## config.mk

```make
export PLATFORM = sky130hd
export DESIGN_NAME = acq_recorder
export DESIGN_NICKNAME = d
export VERILOG_FILES = /design/src/rtl/acq_rec_pkg.sv /design/src/rtl/acq_edge_det.sv /design/src/rtl/acq_ref_sel.sv /design/src/rtl/acq_sdp_ram.sv /design/src/rtl/acq_ctrl.sv /design/src/rtl/acq_recorder.sv
export SDC_FILE = /design/constraint.sdc
export NUM_CORES = 1
export LEC_CHECK = 0
export ABC_AREA = 1
export BUFFER_PORTS_ARGS = -buffer_cell sky130_fd_sc_hd__buf_2
export CORE_MARGIN = 1.5
export CORE_UTILIZATION = 30
export CTS_BUF_LIST = sky130_fd_sc_hd__clkbuf_8
export DETAILED_ROUTE_END_ITERATION = 6
export PLACE_DENSITY = 0.55
export SYNTH_ARGS = -nofsm -noshare
export SYNTH_HDL_FRONTEND = slang
export SYNTH_SLANG_ARGS = --single-unit
export TNS_END_PERCENT = 5
```

## constraint.sdc

```tcl
create_clock -name clk -period 4.77 [get_ports clk]
set_clock_uncertainty 0.1 [all_clocks]
set_input_delay 0.954 -clock clk [delete_from_list [all_inputs] [get_ports clk]]
set_output_delay 0.954 -clock clk [all_outputs]
set_load 0.005 [all_outputs]
```

## src/rtl/acq_rec_pkg.sv

```systemverilog
package acq_rec_pkg;

  typedef enum logic [2:0] {
    ST_IDLE       = 3'd0,
    ST_WAIT_START = 3'd1,
    ST_PRE_FILL   = 3'd2,
    ST_WAIT_REF   = 3'd3,
    ST_POST_FILL  = 3'd4,
    ST_DONE       = 3'd5
  } acq_state_e;

  typedef enum logic [1:0] {
    REF_OFF     = 2'd0,
    REF_PIN     = 2'd1,
    REF_SOFT    = 2'd2,
    REF_PATTERN = 2'd3
  } ref_src_e;

endpackage

```

## src/rtl/acq_edge_det.sv

```systemverilog
module acq_edge_det (
  input  logic clk,
  input  logic rst,
  input  logic lvl,
  input  logic fall_sel,
  output logic evt
);

  logic prev_q;

  always_ff @(posedge clk) begin
    if (rst) prev_q <= 1'b0;
    else     prev_q <= lvl;
  end

  // one cycle event on the selected transition
  assign evt = fall_sel ? (prev_q & ~lvl) : (~prev_q & lvl);

endmodule

```

## src/rtl/acq_ref_sel.sv

```systemverilog
module acq_ref_sel
  import acq_rec_pkg::*;
#(
  parameter int DATA_W = 16
) (
  input  logic              [1:0] src,
  input  logic                    pin_evt,
  input  logic                    soft_pulse,
  input  logic                    smp_valid,
  input  logic [DATA_W-1:0]       smp_data,
  input  logic [DATA_W-1:0]       pat_mask,
  input  logic [DATA_W-1:0]       pat_value,
  output logic                    ref_evt
);

  logic [DATA_W-1:0] bit_ok;
  logic              pat_hit;

  // a bit passes when masked out or equal to the expected bit
  for (genvar g = 0; g < DATA_W; g++) begin : g_cmp
    assign bit_ok[g] = ~pat_mask[g] | ~(smp_data[g] ^ pat_value[g]);
  end

  assign pat_hit = smp_valid & (&bit_ok);

  always_comb begin
    case (ref_src_e'(src))
      REF_PIN:     ref_evt = pin_evt;
      REF_SOFT:    ref_evt = soft_pulse;
      REF_PATTERN: ref_evt = pat_hit;
      default:     ref_evt = 1'b0;
    endcase
  end

endmodule

```

## src/rtl/acq_sdp_ram.sv

```systemverilog
module acq_sdp_ram #(
  parameter int DATA_W = 16,
  parameter int DEPTH  = 64,
  localparam int ADDR_W = $clog2(DEPTH)
) (
  input  logic              clk,
  input  logic              we,
  input  logic [ADDR_W-1:0] waddr,
  input  logic [DATA_W-1:0] wdata,
  input  logic [ADDR_W-1:0] raddr,
  output logic [DATA_W-1:0] rdata
);

  logic [DATA_W-1:0] mem [DEPTH];

  // simple dual port, registered read: maps onto block RAM
  always_ff @(posedge clk) begin
    if (we) mem[waddr] <= wdata;
    rdata <= mem[raddr];
  end

endmodule

```

## src/rtl/acq_ctrl.sv

```systemverilog
module acq_ctrl
  import acq_rec_pkg::*;
#(
  parameter int ADDR_W = 6,
  localparam int CNT_W = ADDR_W + 1
) (
  input  logic              clk,
  input  logic              rst,
  input  logic              arm,
  input  logic              start_evt,
  input  logic              ref_evt,
  input  logic              smp_valid,
  input  logic [CNT_W-1:0]  cfg_pre,
  input  logic [CNT_W-1:0]  cfg_post,
  output logic              wr_en,
  output logic [ADDR_W-1:0] wr_addr,
  output logic              done,
  output logic              ready,
  output logic [ADDR_W-1:0] rec_start
);

  acq_state_e        state_q, state_n;
  logic [CNT_W-1:0]  pre_q, pre_n;
  logic [CNT_W-1:0]  post_q, post_n;
  logic [ADDR_W-1:0] wptr_q, wptr_n;
  logic [CNT_W-1:0]  rec_len;

  assign rec_len = cfg_pre + cfg_post;
  assign wr_addr = wptr_q;
  assign wptr_n  = wr_en ? wptr_q + ADDR_W'(1) : wptr_q;

  always_comb begin
    state_n = state_q;
    wr_en   = 1'b0;
    pre_n   = pre_q;
    post_n  = post_q;
    case (state_q)
      ST_IDLE: ;
      ST_WAIT_START: begin
        if (start_evt) begin
          pre_n   = '0;
          post_n  = '0;
          state_n = (cfg_pre == '0) ? ST_WAIT_REF : ST_PRE_FILL;
        end
      end
      ST_PRE_FILL: begin
        // reference events are not looked at while history fills
        if (smp_valid) begin
          wr_en = 1'b1;
          pre_n = pre_q + CNT_W'(1);
          if (pre_n == cfg_pre) state_n = ST_WAIT_REF;
        end
      end
      ST_WAIT_REF: begin
        if (ref_evt) begin
          if (cfg_post == '0) begin
            state_n = ST_DONE;
          end else begin
            wr_en   = smp_valid;
            post_n  = smp_valid ? CNT_W'(1) : '0;
            state_n = (smp_valid && cfg_post == CNT_W'(1)) ? ST_DONE : ST_POST_FILL;
          end
        end else begin
          wr_en = smp_valid;
        end
      end
      ST_POST_FILL: begin
        if (smp_valid) begin
          wr_en  = 1'b1;
          post_n = post_q + CNT_W'(1);
          if (post_n == cfg_post) state_n = ST_DONE;
        end
      end
      ST_DONE: ;
      default: state_n = ST_IDLE;
    endcase
    if (arm) begin
      state_n = ST_WAIT_START;
      wr_en   = 1'b0;
    end
  end

  always_ff @(posedge clk) begin
    if (rst) begin
      state_q   <= ST_IDLE;
      pre_q     <= '0;
      post_q    <= '0;
      wptr_q    <= '0;
      done      <= 1'b0;
      ready     <= 1'b0;
      rec_start <= '0;
    end else begin
      state_q <= state_n;
      pre_q   <= pre_n;
      post_q  <= post_n;
      wptr_q  <= arm ? '0 : wptr_n;
      done    <= (state_n == ST_DONE);
      ready   <= (state_n == ST_WAIT_START);
      if (state_n == ST_DONE && state_q != ST_DONE)
        rec_start <= ADDR_W'({1'b0, wptr_n} - rec_len);
    end
  end

endmodule

```

## src/rtl/acq_recorder.sv

```systemverilog
module acq_recorder
  import acq_rec_pkg::*;
#(
  parameter int DATA_W = 16,
  parameter int DEPTH  = 64,
  localparam int ADDR_W = $clog2(DEPTH),
  localparam int CNT_W  = ADDR_W + 1
) (
  input  logic              clk,
  input  logic              rst,
  input  logic              arm,
  input  logic [CNT_W-1:0]  cfg_pre,
  input  logic [CNT_W-1:0]  cfg_post,
  input  logic              start_pol,
  input  logic              start_pin,
  input  logic [1:0]        ref_src,
  input  logic              ref_pol,
  input  logic              ref_pin,
  input  logic              ref_sw,
  input  logic [DATA_W-1:0] pat_mask,
  input  logic [DATA_W-1:0] pat_value,
  input  logic              smp_valid,
  input  logic [DATA_W-1:0] smp_data,
  input  logic [ADDR_W-1:0] rd_addr,
  output logic [DATA_W-1:0] rd_data,
  output logic              ready_for_start,
  output logic              done,
  output logic [ADDR_W-1:0] rec_start_addr
);

  logic              start_evt;
  logic              ref_pin_evt;
  logic              ref_evt;
  logic              wr_en;
  logic [ADDR_W-1:0] wr_addr;

  acq_edge_det u_start_edge (
    .clk      (clk),
    .rst      (rst),
    .lvl      (start_pin),
    .fall_sel (start_pol),
    .evt      (start_evt)
  );

  acq_edge_det u_ref_edge (
    .clk      (clk),
    .rst      (rst),
    .lvl      (ref_pin),
    .fall_sel (ref_pol),
    .evt      (ref_pin_evt)
  );

  acq_ref_sel #(.DATA_W(DATA_W)) u_ref_sel (
    .src        (ref_src),
    .pin_evt    (ref_pin_evt),
    .soft_pulse (ref_sw),
    .smp_valid  (smp_valid),
    .smp_data   (smp_data),
    .pat_mask   (pat_mask),
    .pat_value  (pat_value),
    .ref_evt    (ref_evt)
  );

  acq_ctrl #(.ADDR_W(ADDR_W)) u_ctrl (
    .clk       (clk),
    .rst       (rst),
    .arm       (arm),
    .start_evt (start_evt),
    .ref_evt   (ref_evt),
    .smp_valid (smp_valid),
    .cfg_pre   (cfg_pre),
    .cfg_post  (cfg_post),
    .wr_en     (wr_en),
    .wr_addr   (wr_addr),
    .done      (done),
    .ready     (ready_for_start),
    .rec_start (rec_start_addr)
  );

  acq_sdp_ram #(.DATA_W(DATA_W), .DEPTH(DEPTH)) u_buf (
    .clk   (clk),
    .we    (wr_en),
    .waddr (wr_addr),
    .wdata (smp_data),
    .raddr (rd_addr),
    .rdata (rd_data)
  );

endmodule

```

Yosys cells after proc, flatten, opt, wreduce, memory -nomap -nowiden --
Memories as Yosys holds them, arrays and structs flattened. A register that Yosys moved wholly into a read port is not among the register bits. Cells that the tools add are included.
Operators by class: add/sub/neg operators 5, eq/ne operators 19, mux-type cells 30, bitwise operators 73, reduce and logical (&&, ||, !) cells 13
Operators with widths (number):
- $not A1 Y1 | 36
- $mux W7 | 5
- $mux W3 | 8
- $pmux W7 S3 | 1
- $or A1 B1 Y1 | 16
- $reduce_and A16 Y1 | 1
- $xor A1 B1 Y1 | 16
- $pmux W3 S5 | 1
- $add A7 B1 Y7 const B | 2
- $eq A7 B7 Y1 | 2
- $logic_not A7 Y1 | 2
- $pmux W7 S2 | 1
- $mux W1 | 11
- $ne A2 B2 Y1 const B | 5
- $eq A3 B3 Y1 const B | 3
- $eq A7 B1 Y1 const B | 1
- $add A6 B1 Y6 const B | 1
- $add A6 B6 Y6 | 1
- $eq A3 B1 Y1 const B | 2
- $eq A3 B2 Y1 const B | 2
- $mux W6 | 1
- $reduce_or A2 Y1 | 3
- $sub A6 B6 Y6 | 1
- $and A1 B1 Y1 | 5
- other kinds (11) | 13
Storage, ports and cells: register bits after elaboration 33, memory bits (writable) 1024, input bits 79, output and inout bits 24, memories kept 1
Memory list:
- u_buf.mem | words 64, width 16, read ports 1, clocked after Yosys merged registers in 1, write ports 1, line acq_sdp_ram.sv:14 | logic [DATA_W-1:0] mem [DEPTH];

Logic depth before layout (Yosys ltp) --
depth in word-level cells 11, mapped depth 26, mapped depth without buffers 26

Hierarchy --
Synthesis repeated with hierarchy kept, for this count alone.
Second synthesis, totals: cells, all modules 3986, area, all modules 44864.3 um2
Modules (own cells, without submodules):
- acq_sdp_ram | instances 1, cells an instance 3517, area an instance 42099.1 um2, sequential area each 31069.8 um2
- acq_ctrl | instances 1, cells an instance 369, area an instance 2287.2 um2, sequential area each 620.6 um2
- acq_ref_sel | instances 1, cells an instance 84, area an instance 380.4 um2, sequential area each 0.0 um2
- acq_edge_det | instances 2, cells an instance 8, area an instance 48.8 um2, sequential area each 20.0 um2

Least setup slack after synthesis --
Ideal clock, no wire load.
kind input -> register, start input port pat_value[5], end register u_ctrl.rec_start[5], setup time 0.109 ns, data arrival time 3.619 ns, path slack 0.943 ns, cell stages on the path 22, path through or2_1 nand3_1 nand2_1 clkinv_1 nand3_1 o21bai_1 nand2_1 nand2_1 nand2_2 nand2_4 nor2_4 xor2_1 fa_1 ha_1 a21oi_1 nor2_1 a211oi_1 nand2_1 nand3_1 nand3_1 nand2_1 inv_1
Between the ends: word-level cells in the longest chain between the ends 11
RTL lines:
- start: declaration | line acq_recorder.sv:21 | input logic [DATA_W-1:0] pat_value,
- $xor A1 B1 Y1 | line acq_ref_sel.sv:21 | assign bit_ok[g] = ~pat_mask[g] | ~(smp_data[g] ^ pat_value[g]);
- $not A1 Y1 | line acq_ref_sel.sv:21
- $or A1 B1 Y1 | line acq_ref_sel.sv:21
- $reduce_and A16 Y1 | line acq_ref_sel.sv:24 | assign pat_hit = smp_valid & (&bit_ok);
- $and A1 B1 Y1 | line acq_ref_sel.sv:24
- $pmux W1 S3 | line acq_ref_sel.sv:27 | case (ref_src_e'(src))
- $mux W1 | line acq_ctrl.sv:55 | if (ref_evt) begin
- $pmux W1 S2 | line acq_ctrl.sv:37 | case (state_q)
- $mux W1 | line acq_ctrl.sv:77 | if (arm) begin
- $mux W6 | line acq_ctrl.sv:30 | assign wptr_n = wr_en ? wptr_q + ADDR_W'(1) : wptr_q;
- net u_ctrl.wptr_n[2] | line acq_ctrl.sv:25 | logic [ADDR_W-1:0] wptr_q, wptr_n;
- $sub A6 B6 Y6 | line acq_ctrl.sv:100 | rec_start <= ADDR_W'({1'b0, wptr_n} - rec_len);
- end signal: assignment | line acq_ctrl.sv:100
- end: declaration | line acq_ctrl.sv:19 | output logic [ADDR_W-1:0] rec_start
The timed path passes the listed nets, and every way through them passes these cells. A chain may end at the register's enable or synchronous reset.

Worst setup path in the final report --
start input port smp_data[6], end register u_ctrl.rec_start[5]
Between the ends: word-level cells in the longest chain between the ends 11
RTL lines:
- start: declaration | line acq_recorder.sv:23 | input logic [DATA_W-1:0] smp_data,
- $xor A1 B1 Y1 | line acq_ref_sel.sv:21
- $not A1 Y1 | line acq_ref_sel.sv:21
- $or A1 B1 Y1 | line acq_ref_sel.sv:21
- $reduce_and A16 Y1 | line acq_ref_sel.sv:24
- $and A1 B1 Y1 | line acq_ref_sel.sv:24
- $pmux W1 S3 | line acq_ref_sel.sv:27
- $mux W1 | line acq_ctrl.sv:55
- $pmux W1 S2 | line acq_ctrl.sv:37
- $mux W1 | line acq_ctrl.sv:77
- $mux W6 | line acq_ctrl.sv:30
- net u_ctrl.wptr_n[4] | line acq_ctrl.sv:25
- $sub A6 B6 Y6 | line acq_ctrl.sv:100
The timed path passes the listed nets, and every way through them passes these cells.

==> flow_summary.json <==
{
  "cp_max_fo": 6,
  "clockRootBuffer": "clkbuf_8",
  "fillers": 13900,
  "seq_area_frac_synth": 0.737,
  "cp-start-kind": "input pin",
  "synthCells": 3428,
  "vias": 28900,
  "p_total_w": 0.0188,
  "cts_buffers": 171,
  "drt_iter0_markers": 3054,
  "synth_nets": 3520,
  "maxCapViolations": 0,
  "clk_pin_slew_ps": 70,
  "hold-worst-slack_ps": 220,
  "hold_path_class": "input pin to flop",
  "outcome": "finished clean",
  "synth-edff-count": 1024,
  "final_nets": 3728,
  "rows": 138,
  "crit_type": "input pin to flop",
  "end_kind": "flop",
  "leakagePower_nw": 16.3,
  "cts_resized": 0,
  "ant_nets": 0,
  "grt.overflow.total": 0,
  "synth_flop_cell": "edfxtp_1",
  "gp_congestion": 0.817,
  "rsz0062_at_grt": "false",
  "async_flop_share": 0,
  "slew_headroom": 0.333,
  "synth-seq-cells": 1073,
  "synth_warnings": 0,
  "dr.pass1.iters": 5,
  "drcViolationCount": 0,
  "die_x_um": 382,
  "grt_start_max_net_pins": 149,
  "tightest_slew_ps": 998,
  "wire_per_inst_um": 23.0,
  "setup_viol": 0,
  "cts_setup_buffers": 0,
  "place_hpwl_mm": 75.2,
  "htreeDepth": 4,
  "cts_tree": "done",
  "syn_area_per_cell_um2": 12.6,
  "antenna_found_initial": 10,
  "syn_area_mm2": 0.0431,
  "die_height_um": 382,
  "slew_violations": 0,
  "max-vdd-ir-drop_mv": 0.227,
  "fmax_mhz": 275,
  "grt_pass1_wl_mm": 188,
  "die_area_mm2": 0.146,
  "required_ps": 5440,
  "via_per_inst": 5.11,
  "grtUsageTotal": 0.175,
  "period_share": 0.762,
  "hold_violations": 0,
  "clock_latency_ps": 860,
  "clock_path_buffers": 3,
  "port_buffers": 102,
  "power_density_mw_per_mm2": 379,
  "core_area_mm2": 0.142,
  "arrival_ps": 4310,
  "tns_ps": 0,
  "initial_core_util": 0.303,
  "cts_hold_buf": 0,
  "synthDistinctLibCells": 50,
  "min_period_ps": 3630,
  "postRouteWirelength_mm": 130,
  "grt_pass1_vias": 27600,
  "io_pins": 103,
  "area_delta_synth_final_pct": 15.1,
  "drive_above_1_share": 0.134,
  "clock-sinks": 1073
}
path summary, 6_finish.rpt:
check	start	end	slack (ps)	cells after the start
setup / recovery	smp_data[6]	u_ctrl.rec_start[5]	1140	28
hold / removal	arm	u_ctrl.done	220	2
setup reg to reg	u_ctrl.state_q[0]	u_ctrl.rec_start[5]	1310	20
hold reg to reg	u_ctrl.rec_start[4]	u_ctrl.rec_start[4]	380	2
cells by family (layout without fill, tap and decap cells):
group / after synthesis / in the layout / share of synthesized area
xor gates and xnor gates: 23 / 23 / 0.00485
other: 0 / 11 / 0
AOI/OAI and AO/OA: 1020 / 1020 / 0.133
buffers and inverters: 317 / 657 / 0.0301
adders and majority gates: 13 / 13 / 0.00465
and+or+nand+nor: 982 / 982 / 0.0912
DFF: 1073 / 1073 / 0.737
critical path: stages:
cell and delay [ps]:
buf_2 110, buf_12 150, inv_1 50, nand2_1 50, nand3_1 90, nand2_1 130, nor2_1 50, nand3_1 70
buf_4 150, o21bai_1 60, nand2_1 90, nand2_1 90, nand2_2 110, nand2_4 110, nor2_4 130, nand2_2 70
nor2_4 100, xor2_2 230, fa_1 460, ha_1 330, nand2_1 100, nor2_1 50, a211oi_1 180, nand2_1 100
nand3_1 70, nand3_1 70, nand2_1 60, inv_1 40
cell usage after synthesis, types with 2 or more instances:
library cell,n,share of area
a21oi_1,17,0.0020
buf_2,61,0.0071
o22ai_1,277,0.040
dfxtp_1,49,0.023
inv_1,79,0.0069
nand3_1,53,0.0062
clkbuf_1,157,0.014
a21oi_2,2,0.00041
nor2_4,5,0.0013
inv_2,9,0.00078
nand3b_1,2,0.00035
a211oi_1,3,0.00052
nand2_2,6,0.00087
nand2_1,120,0.010
nor2_2,2,0.00029
o21ai_1,28,0.0033
nand4_1,11,0.0016
o31ai_1,2,0.00035
xnor2_1,6,0.0012
o311ai_1,5,0.0010
xor2_1,16,0.0033
nor3_1,9,0.0010
o21ai_0,617,0.072
clkinv_1,3,0.00026
nand3_2,2,0.00046
nor2_1,762,0.066
buf_4,5,0.00087
o211ai_1,20,0.0035
ha_1,8,0.0023
o221ai_1,32,0.0065
o32ai_1,7,0.0014
or2_1,3,0.00044
edfxtp_1,1024,0.71
o21bai_1,6,0.0010
fa_1,5,0.0023
placed cells by master (no fill, tap or decap), types with 5 or more instances in the layout:
| master | count |
|---|---|
| buf_12 | 22 |
| o311ai_1 | 5 |
| nor3_1 | 6 |
| nor2_4 | 5 |
| inv_1 | 133 |
| o32ai_1 | 7 |
| clkinv_2 | 11 |
| edfxtp_1 | 1024 |
| buf_4 | 137 |
| nand3_1 | 53 |
| fa_1 | 5 |
| xnor2_1 | 6 |
| ha_1 | 8 |
| o21ai_1 | 28 |
| o211ai_1 | 20 |
| xor2_1 | 16 |
| nand4_1 | 11 |
| diode_2 | 11 |
| clkinvlp_4 | 7 |
| buf_2 | 99 |
| clkbuf_8 | 176 |
| inv_2 | 9 |
| o221ai_1 | 32 |
| o21ai_0 | 617 |
| o21bai_1 | 6 |
| o22ai_1 | 277 |
| clkinv_1 | 50 |
| nor2_1 | 757 |
| a21oi_1 | 17 |
| nor2_2 | 7 |
| nand2_1 | 120 |
| nand2_2 | 6 |
| dfxtp_1 | 49 |
layout make-up:
type,instances,area [um^2],share of cell area
sequential,1073,31700,0.640
multi-input combinational,2038,10100,0.203
clock buffer,175,2410,0.0486
tap,1890,2360,0.0477
timing repair buffer,260,1990,0.0402
clock inverter,130,628,0.0127
inverter,92,368,0.00742
antenna,11,27.5,0.000555
layer usage:
metal,up-vias,track usage,routed length (um)
met2,1217,0.266,58900
met3,207,0.0404,10900
met4,6,0.0691,4600
met5,-,0,35
met1,14400,0.241,55900
li1,13100,-,-
through the flow:
step	cell area (um^2)	util	instances	setup WS [ps]
after floorplan	43100	-	3428	943
after global placement	46500	0.327	5353	269
after detailed placement	46500	0.327	5353	229
after CTS	49600	0.349	5658	1190
after global routing	49600	0.349	5666	853
final	49600	0.349	5669	1140
sequential cells by signal, indices dropped and copies added (netlist names):
signal               flops
u_ctrl.state_q           3
u_ctrl.wr_addr           6
u_buf.rdata             16
u_ctrl.done              1
u_start_edge.prev_q      1
u_ctrl.post_q            7
u_ctrl.ready             1
u_ref_edge.prev_q        1
u_ctrl.rec_start         6
u_ctrl.pre_q             7
u_buf.mem             1024
power breakdown:
part           switching [W]  internal [W]  total (W)
Sequential         0.0000129        0.0103     0.0103
Combinational       0.000943      0.000352    0.00129
Clock                0.00364       0.00352    0.00715
Total                0.00459        0.0142     0.0188
Note: power is estimated with default switching activity, not from simulation.
